$ cat src/rtl/spi_hold_pkg.sv
package spi_hold_pkg;
  typedef struct packed {
    logic sck;
    logic mosi;
    logic cs_n;
    logic hold_n;
  } spi_pins_t;

  localparam int PIN_W = $bits(spi_pins_t);

  // cs_n resets low so a select already low at power-up never looks like a fall
  localparam spi_pins_t PINS_RST = '{sck: 1'b0, mosi: 1'b0, cs_n: 1'b0, hold_n: 1'b1};
endpackage

$ cat src/rtl/spi_pin_sync.sv
module spi_pin_sync
  import spi_hold_pkg::*;
#(
  parameter int STAGES = 2
) (
  input  logic      clk,
  input  logic      rst_n,
  input  spi_pins_t pins_raw,
  output spi_pins_t pins_sync
);
  localparam int CHAIN_W = STAGES * PIN_W;

  logic [CHAIN_W-1:0] chain;

  always_ff @(posedge clk or negedge rst_n) begin
    if (!rst_n) chain <= {STAGES{PINS_RST}};
    else        chain <= {chain[CHAIN_W-PIN_W-1:0], pins_raw};
  end

  assign pins_sync = chain[CHAIN_W-1 -: PIN_W];
endmodule

$ cat src/rtl/spi_link_ctrl.sv
module spi_link_ctrl (
  input  logic clk,
  input  logic rst_n,
  input  logic sck,
  input  logic cs_n,
  input  logic hold_n,
  output logic sel,
  output logic held,
  output logic rise_ev,
  output logic fall_ev
);
  logic sck_q, cs_q, armed;
  logic cs_fall;

  assign cs_fall = cs_q & ~cs_n;
  assign sel     = (armed | cs_fall) & ~cs_n;

  always_ff @(posedge clk or negedge rst_n) begin
    if (!rst_n) begin
      sck_q <= 1'b0;
      cs_q  <= 1'b0;
      armed <= 1'b0;
      held  <= 1'b0;
    end else begin
      sck_q <= sck;
      cs_q  <= cs_n;
      if (cs_fall) armed <= 1'b1;
      if (!sel)      held <= 1'b0;
      else if (!sck) held <= ~hold_n;
    end
  end

  assign rise_ev = sel & ~held &  sck & ~sck_q;
  assign fall_ev = sel & ~held & ~sck &  sck_q;
endmodule

$ cat src/rtl/spi_rx_shift.sv
module spi_rx_shift #(
  parameter int W = 8
) (
  input  logic                 clk,
  input  logic                 rst_n,
  input  logic                 sel,
  input  logic                 rise_ev,
  input  logic                 mosi,
  input  logic                 rx_ready,
  output logic                 rx_valid,
  output logic [W-1:0]         rx_data,
  output logic [$clog2(W)-1:0] bit_cnt,
  output logic                 byte_done
);
  localparam int CW = $clog2(W);
  localparam logic [CW-1:0] LAST = CW'(W - 1);

  logic [W-1:0] sh;
  logic [W-1:0] sh_next;

  assign sh_next = {sh[W-2:0], mosi};

  always_ff @(posedge clk or negedge rst_n) begin
    if (!rst_n) begin
      sh        <= '0;
      bit_cnt   <= '0;
      rx_valid  <= 1'b0;
      rx_data   <= '0;
      byte_done <= 1'b0;
    end else begin
      byte_done <= 1'b0;
      if (rx_valid && rx_ready) rx_valid <= 1'b0;
      if (!sel) begin
        bit_cnt <= '0;
      end else if (rise_ev) begin
        sh <= sh_next;
        if (bit_cnt == LAST) begin
          bit_cnt   <= '0;
          rx_data   <= sh_next;
          rx_valid  <= 1'b1;
          byte_done <= 1'b1;
        end else begin
          bit_cnt <= bit_cnt + 1'b1;
        end
      end
    end
  end
endmodule

$ cat src/rtl/spi_tx_shift.sv
module spi_tx_shift #(
  parameter int W = 8
) (
  input  logic         clk,
  input  logic         rst_n,
  input  logic         sel,
  input  logic         held,
  input  logic         fall_ev,
  input  logic         byte_done,
  input  logic         tx_valid,
  input  logic [W-1:0] tx_data,
  output logic         tx_ready,
  output logic         so,
  output logic         so_oe
);
  localparam int LW = $clog2(W + 1);

  logic [W-1:0]  sh;
  logic [LW-1:0] left;
  logic          active, seen;

  assign tx_ready = sel & seen & (left == '0);
  assign so_oe    = sel & ~held & active;

  always_ff @(posedge clk or negedge rst_n) begin
    if (!rst_n) begin
      sh     <= '0;
      left   <= '0;
      active <= 1'b0;
      seen   <= 1'b0;
      so     <= 1'b0;
    end else if (!sel) begin
      left   <= '0;
      active <= 1'b0;
      seen   <= 1'b0;
    end else begin
      if (byte_done) seen <= 1'b1;
      if (tx_valid && tx_ready) begin
        sh   <= tx_data;
        left <= LW'(W);
      end else if (fall_ev && left != '0) begin
        so     <= sh[W-1];
        sh     <= {sh[W-2:0], 1'b0};
        left   <= left - 1'b1;
        active <= 1'b1;
      end
    end
  end
endmodule

$ cat src/rtl/spi_hold_slave.sv
module spi_hold_slave
  import spi_hold_pkg::*;
#(
  parameter int W           = 8,
  parameter int SYNC_STAGES = 2
) (
  input  logic                 clk,
  input  logic                 rst_n,
  input  logic                 spi_sck,
  input  logic                 spi_mosi,
  input  logic                 spi_cs_n,
  input  logic                 spi_hold_n,
  output logic                 spi_miso,
  output logic                 spi_miso_oe,
  output logic                 rx_valid,
  input  logic                 rx_ready,
  output logic [W-1:0]         rx_data,
  input  logic                 tx_valid,
  output logic                 tx_ready,
  input  logic [W-1:0]         tx_data,
  output logic [$clog2(W)-1:0] bit_cnt,
  output logic                 byte_done
);
  spi_pins_t raw, syn;
  logic sel, held, rise_ev, fall_ev;

  assign raw = '{sck: spi_sck, mosi: spi_mosi, cs_n: spi_cs_n, hold_n: spi_hold_n};

  spi_pin_sync #(.STAGES(SYNC_STAGES)) u_sync (
    .clk(clk), .rst_n(rst_n), .pins_raw(raw), .pins_sync(syn)
  );

  spi_link_ctrl u_ctrl (
    .clk(clk), .rst_n(rst_n), .sck(syn.sck), .cs_n(syn.cs_n), .hold_n(syn.hold_n),
    .sel(sel), .held(held), .rise_ev(rise_ev), .fall_ev(fall_ev)
  );

  spi_rx_shift #(.W(W)) u_rx (
    .clk(clk), .rst_n(rst_n), .sel(sel), .rise_ev(rise_ev), .mosi(syn.mosi),
    .rx_ready(rx_ready), .rx_valid(rx_valid), .rx_data(rx_data),
    .bit_cnt(bit_cnt), .byte_done(byte_done)
  );

  spi_tx_shift #(.W(W)) u_tx (
    .clk(clk), .rst_n(rst_n), .sel(sel), .held(held), .fall_ev(fall_ev),
    .byte_done(byte_done), .tx_valid(tx_valid), .tx_data(tx_data),
    .tx_ready(tx_ready), .so(spi_miso), .so_oe(spi_miso_oe)
  );
endmodule

$ cat config.mk
export PLATFORM = sky130hd
export DESIGN_NAME = spi_hold_slave
export DESIGN_NICKNAME = d
export VERILOG_FILES = /design/src/rtl/spi_hold_pkg.sv /design/src/rtl/spi_pin_sync.sv /design/src/rtl/spi_link_ctrl.sv /design/src/rtl/spi_rx_shift.sv /design/src/rtl/spi_tx_shift.sv /design/src/rtl/spi_hold_slave.sv
export SDC_FILE = /design/constraint.sdc
export NUM_CORES = 1
export LEC_CHECK = 0
export BUFFER_PORTS_ARGS = -buffer_cell sky130_fd_sc_hd__buf_2
export CAP_MARGIN = 0
export CELL_PAD_IN_SITES_DETAIL_PLACEMENT = 1
export CELL_PAD_IN_SITES_GLOBAL_PLACEMENT = 1
export CORE_UTILIZATION = 45
export DETAILED_ROUTE_END_ITERATION = 8
export PLACE_DENSITY = 0.74
export SYNTH_ARGS = -nofsm -noshare
export SYNTH_HDL_FRONTEND = slang
export SYNTH_HIERARCHICAL = 1
export SYNTH_SLANG_ARGS = --single-unit
$ cat constraint.sdc
create_clock -name clk -period 2.25 [get_ports clk]
set_input_delay 0.45 -clock clk [delete_from_list [all_inputs] [get_ports clk]]
set_output_delay 0.45 -clock clk [all_outputs]
set_load 0.01 [all_outputs]
==> results.md, run 1 <==
- Status: finished, final reports clean
- Async set-or-reset flop fraction in the synthesized netlist: between 90% and 100%
- Max-cap violations: 0
- Die width: around 69 um
- Die Ht: approximately 69 um
- Reg-to-reg slack, setup: around 0.17 ns
- Worst vdd ir: between 400 and 500 uV
- Largest net degree at the start of global routing: between 40 and 50
- DRT Pass-1 Iters: 4
- Later-pin clock latency in the skew report: about 0.3 ns
- Fmax: 476.4 MHz
- Register bit total from synthesis: 47
- Clock transition at path regs: about 0.080 ns
- Clock Sinks: 47
- Worst reg2reg path depth: 5
- CP Capture Type: primary output
- Setup TNS Final: 0 ns
- H-tree Lvls: 2
- Port Buf Inserts: 31
- Power Density: 665.9 nW/um2
- Syn_nets: 171
- Seq/Total Area, Yosys: roughly 60%
- Initial Util: ~48%
- Synthesis warning total: 6
- Mapped Cells: 150
- Syn_area_per_cell: 13.35 um2
- CTS Hold Bufs: 0
- Crit-path max FO: 4
- Type of origin of the critical path: flip-flop
- Final Cycle Share: approximately 93%
- Synthesized area: 2002 um2
- DRC violations left: 0
- GP Congestion: 0.7901
- WL final: around 3600 um
- # IOs: 32
- Clk_skew: about 0.011 ns
- Cell Area, Placed: around 2200 um2
- Min Tclk post-route: between 2 and 2.5 ns
- Fin nets: 206
- Placed instance count: about 230
- Ys flop type: dfrtp_1
- HPWL Detailed: around 2700 um
- N_diodes: 0
- CTS Buffer Depth: 2
- Critical path type: flip-flop to primary output
- RSZ-0062 raised after global routing: false
- Final setup viols: 0
- Root Driver: clkbuf_8
- Hold/Removal Path Class: primary input to async pin
- First-pass GRT wire length: 6134 um
- Reg-to-Reg End: u_tx/left[3]$_DFFE_PN0P_
- P_leak: about 1.2 nW
- Hold Vio Cnt, Final: 0
- Final Non-Filler Cells: about 240
- Post-cts resize count: 0
- CP delay by family, top: simple AND/OR/NAND/NOR gates
- Initial antenna violation count: 0
- Cell Rows: 23
- CP peak stage delay: around 0.4 ns
- Vias in the first global route: roughly 1300
- Pins Over Slew Limit: 0
- Total Power: around 1.5 mW
- Most frequent cells in the layout: dfrtp_1 (45), buf_2 (31), mux2_2 (17), inv_1 (15), nor3_1 (8)
- Wirelength per Cell: about 15 um
- Worst slew pin tran: approximately 0.59 ns
- Final Instance Area: between 2000 and 2500 um2
- Vias per cell: around 5.3
- Critical register-to-register path startpoint: u_sync/chain[5]$_DFF_PN0_
- Share of cells above drive strength 1: about two fifths
- Post-synth cell types: 40
- Post-CTS Setup Bufs: 0
- CTS Buf Count: 5
- CP max-delay cell: dfrtp_1
- Final ANT Viol Nets: 0
- P&R area growth vs syn: 14.50%
- Max_slew headroom: 60.99%
- Worst path cell trace: inv_1 > ha_1 > nor3b_2 > and3_1 > buf_2
- Most common cell after layout, fill and taps aside: dfrtp_1
- CTS tree: built
- CORE AREA: a little over 4000 um2
- Worst Path Required: 1.80 ns
- Number of synthesized flops with an enable pin: 0
- Total gr overflow: 0
- GRT Overall Usage: 18.51%
- Worst Path Buf+Inv: 2
- First DRT Iteration DRCs: 90
- Routed vias: around 1300
- Final core occ: between 50% and 60%
- Die area: 4720 um2
- Arr. time, crit path: 1.65 ns
-- stage by stage --
step	worst slack (ns)	hold slack (ns)
final	0.1510	0.2274
after global routing	0.01137	0.2314
after global placement	0.2862	0.3328
after CTS	0.1186	0.2356
after floorplan	0.2764	0.1544
after detailed placement	0.1716	0.3362
-- how the worst max path moves through the flow --
stage | start | endpoint | slack, ns | cells past startpoint
6_report | u_tx/left[0]$_DFFE_PN0P_ | tx_ready | 0.15 | 5
5_1_grt | u_sync/chain[5]$_DFF_PN0_ | u_tx/left[3]$_DFFE_PN0P_ | 0.01 | 5
4_1_cts | u_tx/left[0]$_DFFE_PN0P_ | tx_ready | 0.12 | 5
3_5_place_dp | u_sync/chain[5]$_DFF_PN0_ | u_tx/left[3]$_DFFE_PN0P_ | 0.17 | 5
3_3_place_gp | u_sync/chain[5]$_DFF_PN0_ | u_tx/left[3]$_DFFE_PN0P_ | 0.29 | 5
2_1_floorplan | u_sync/chain[5]$_DFF_PN0_ | u_tx/left[3]$_DFFE_PN0P_ | 0.28 | 6
-- layer usage --
layer,GRT usage [%],up-vias,part of all wire [%]
met5,0,-,0
met2,29.41,33,49
met3,4.934,5,5.4
li1,-,588,-
met1,23.59,624,44
met4,8.418,0,1.7
-- power breakdown --
part	switching [mW]	leakage [nW]	internal, mW	total, mW
registers	0.0264	0.584	0.881	0.908
logic	0.0435	0.532	0.0414	0.0848
clock network	0.283	0.0474	0.251	0.534
-- flip-flops by register name (all words and copies together) (netlist names) --
register and cells:
u_ctrl/armed 1, u_rx/rx_data 8, u_rx/sh 7, u_rx/bit_cnt 3, u_ctrl/held 1, u_rx/rx_valid 1, u_tx/sh 8, u_tx/active 1
u_sync/chain 8, u_tx/left 4, u_rx/byte_done 1, u_tx/so 1, u_ctrl/sck_q 1, u_ctrl/cs_q 1, u_tx/seen 1
-- cells in the mapped netlist (2+ instances only) --
cell,number,area [um2]
dfrtp_1,45,1126
mux2_2,17,191.4
inv_1,15,56.30
nor3_1,8,40.04
a221oi_1,6,52.55
nand2_1,6,22.52
ha_1,5,62.56
buf_4,4,30.03
nor2_1,4,15.01
o21a_1,3,22.52
a21oi_1,2,10.01
buf_6,2,22.52
dfstp_2,2,52.55
mux2i_1,2,20.02
nand3_4,2,35.03
nor4b_2,2,30.03
o31ai_1,2,15.01
-- cell families after synthesis --
family / synth area share [%]
buffers and inverters: 5.625
adder cells (fa/ha/maj): 3.125
AND/OR/NAND/NOR: 12.88
multiplexers: 11.31
flip-flops: 58.87
AO/OA/AOI/OAI: 8.188
-- area by class of cell --
| type | count | area [um2] |
|---|---|---|
| Fill cell | 444 | 1852 |
| Sequential cell | 47 | 1179 |
| Multi-Input combinational cell | 81 | 710.7 |
| Timing Repair Buffer | 35 | 185.2 |
| Clock buffer | 6 | 82.58 |
| Tap cell | 50 | 62.56 |
| Inverter | 15 | 56.30 |
| Clock inverter | 2 | 16.27 |
Power figures use the tool's default switching activity.
==> run 2, diff against run 1 <==
--- a/config.mk
+++ b/config.mk
@@ -12,6 +12,7 @@
 export CORE_UTILIZATION = 45
 export DETAILED_ROUTE_END_ITERATION = 8
 export PLACE_DENSITY = 0.74
+export RECOVER_POWER = 25
 export SYNTH_ARGS = -nofsm -noshare
 export SYNTH_HDL_FRONTEND = slang
 export SYNTH_HIERARCHICAL = 1
==> run 2 against run 1 <==
Compared with the run above:
- hold slack improved by 0.018 ns
- clock power about the same
- core utilization decreased by 0.060 points
- wire length unchanged
- final cell count unchanged
- register-to-register slack about the same
==> results.md, run 2 (synthesis gave the netlist of run 1 again) <==
- Fin nets: just over 200
- Final Cycle Share: between 90% and 100%
- Worst Path Required: 1.80 ns
- CP peak stage delay: about 0.40 ns
- Die width: between 60 and 70 um
- Initial Util: 48.31%
- CTS Hold Bufs: 0
- Cell Rows: 23
- Post-cts resize count: 0
- Share of cells above drive strength 1: between 30% and 40%
- Setup TNS Final: 0 ns
- Met2 Wirelength: roughly 1800 um
- First DRT Iteration DRCs: 90
- GRT Overall Usage: 18.51%
- Hold Vio Cnt, Final: 0
- HPWL Detailed: 2659 um
- Most frequent cells in the layout: dfrtp_1 (45), buf_2 (31), mux2_2 (17), inv_1 (15), nor3_1 (8)
- Routed vias: about 1300
- Pins Over Slew Limit: 0
- Worst path cell trace: inv_1 > ha_1 > nor3b_2 > and3_1 > buf_2
- Worst slew pin tran: ~1.1 ns
- Max_slew headroom: about a quarter
- Met3 routed wirelength: 197 um
- Post-CTS Setup Bufs: 0
- Worst vdd ir: around 450 uV
- Clk_skew: between 0.01 and 0.015 ns
- Die Ht: slightly below 70 um
- Wirelength per Cell: roughly 15 um
- Root Driver: clkbuf_8
- Status: finished, final reports clean
- CTS Buf Count: 5
- CP max-delay cell: dfrtp_1
- First-pass GRT wire length: ~6100 um
- Wl on met1: about 1600 um
- Clock transition at path regs: around 0.08 ns
- CTS Buffer Depth: 2
- GP Congestion: roughly 0.79
- CTS tree: built
- Vias per cell: 5.297
- Worst Slack Setup Final: 0.1510 ns
- CORE AREA: between 4000 and 5000 um2
- DRC violations left: 0
- Type of origin of the critical path: flip-flop
- Final setup viols: 0
- Initial antenna violation count: 0
- # IOs: 32
- Top Registers: u_rx/rx_data (8), u_sync/chain (8), u_tx/sh (8)
- Most common cell after layout, fill and taps aside: dfrtp_1
- Hold/Removal Path Class: primary input to flip-flop
- P_leak: approximately 1.2 nW
- Min Tclk post-route: between 2 and 2.5 ns
- DRT Pass-1 Iters: 4
- Total gr overflow: 0
- WL final: between 3000 and 4000 um
- Fillers: 444
- Die area: between 4000 and 5000 um2
- Power Density: ~670 nW/um2
- Later-pin clock latency in the skew report: around 0.30 ns
- Uppermost layer routed: met4
- Max-cap violations: 0
- Arr. time, crit path: 1.65 ns
- P&R area growth vs syn: 14.38%
- Pre-CTS setup slack: about 0.17 ns
- Port Buf Inserts: 31
- Final ANT Viol Nets: 0
- Crit-path max FO: 4
- Largest net degree at the start of global routing: 48
- Clock Sinks: 47
- H-tree Lvls: 2
- Critical path type: flip-flop to primary output
- RSZ-0062 raised after global routing: false
- N_diodes: 0
- Vias in the first global route: approximately 1300
- CP Capture Type: primary output
- Fmax: about 480 MHz
## run 2: changes by cell type in the layout (fill, tap and decap cells not counted), sizes merged
cell,delta
buf,-1
clkbuf,+1
## run 2: path summary, 6_finish.rpt
kind,start,endpoint,slack [ns],cells past startpoint
worst min-delay path,spi_hold_n,u_sync/chain[0]$_DFF_PN1_,0.25,1
max in group asynchronous,rst_n,u_rx/bit_cnt[1]$_DFFE_PN0P_,1.12,2
min in group asynchronous,rst_n,u_tx/left[2]$_DFFE_PN0P_,0.45,2
worst max-delay path,u_tx/left[0]$_DFFE_PN0P_,tx_ready,0.15,5
worst min register to register,u_sync/chain[1]$_DFF_PN0_,u_sync/chain[5]$_DFF_PN0_,0.35,0
worst max register to register,u_sync/chain[5]$_DFF_PN0_,u_tx/left[3]$_DFFE_PN0P_,0.17,5
## run 2: power by group
| group | leakage, nW | switching (mW) | internal, mW | total [mW] |
|---|---|---|---|---|
| combinational | 0.531 | 0.0435 | 0.0408 | 0.0842 |
| sequential | 0.584 | 0.0264 | 0.881 | 0.908 |
| clock | 0.0474 | 0.283 | 0.251 | 0.534 |
## run 2: layout make-up
cell class	count	area, um2	share of cell area (%)
Multi-Input combinational cell	81	710.7	31.04
Clock buffer	6	82.58	3.607
Sequential cell	47	1179	51.48
Inverter	15	56.30	2.459
Tap cell	50	62.56	2.732
Timing Repair Buffer	35	182.7	7.978
Clock inverter	2	16.27	0.7104
## run 2: through the flow
step           hold slack, ns  power [mW]  utilization, %  cells  instance area (um2)
4_1_cts                0.2356       1.550           55.31    236                 2292
5_1_grt                0.2314       1.604           55.25    236                 2290
2_1_floorplan          0.1544      0.9657               -    150                 2002
3_5_place_dp           0.3362       1.013           52.93    228                 2193
6_report               0.2458       1.526           55.25    236                 2290
3_3_place_gp           0.3328       1.002           52.93    228                 2193
## run 2: worst max-delay path, delay by kind of cell, from the launching register on
family        cells  cell delay (ns)
flops             1             0.40
simple gates      2             0.50
buf+inv           2             0.24
fa+ha+maj         1             0.22
## run 2: per-layer routing
metal  GRT usage, %  up-vias
li1               -      588
met1          23.59      624
met2          29.41       33
met3          4.934        5
met4          8.418        0
met5              0        -
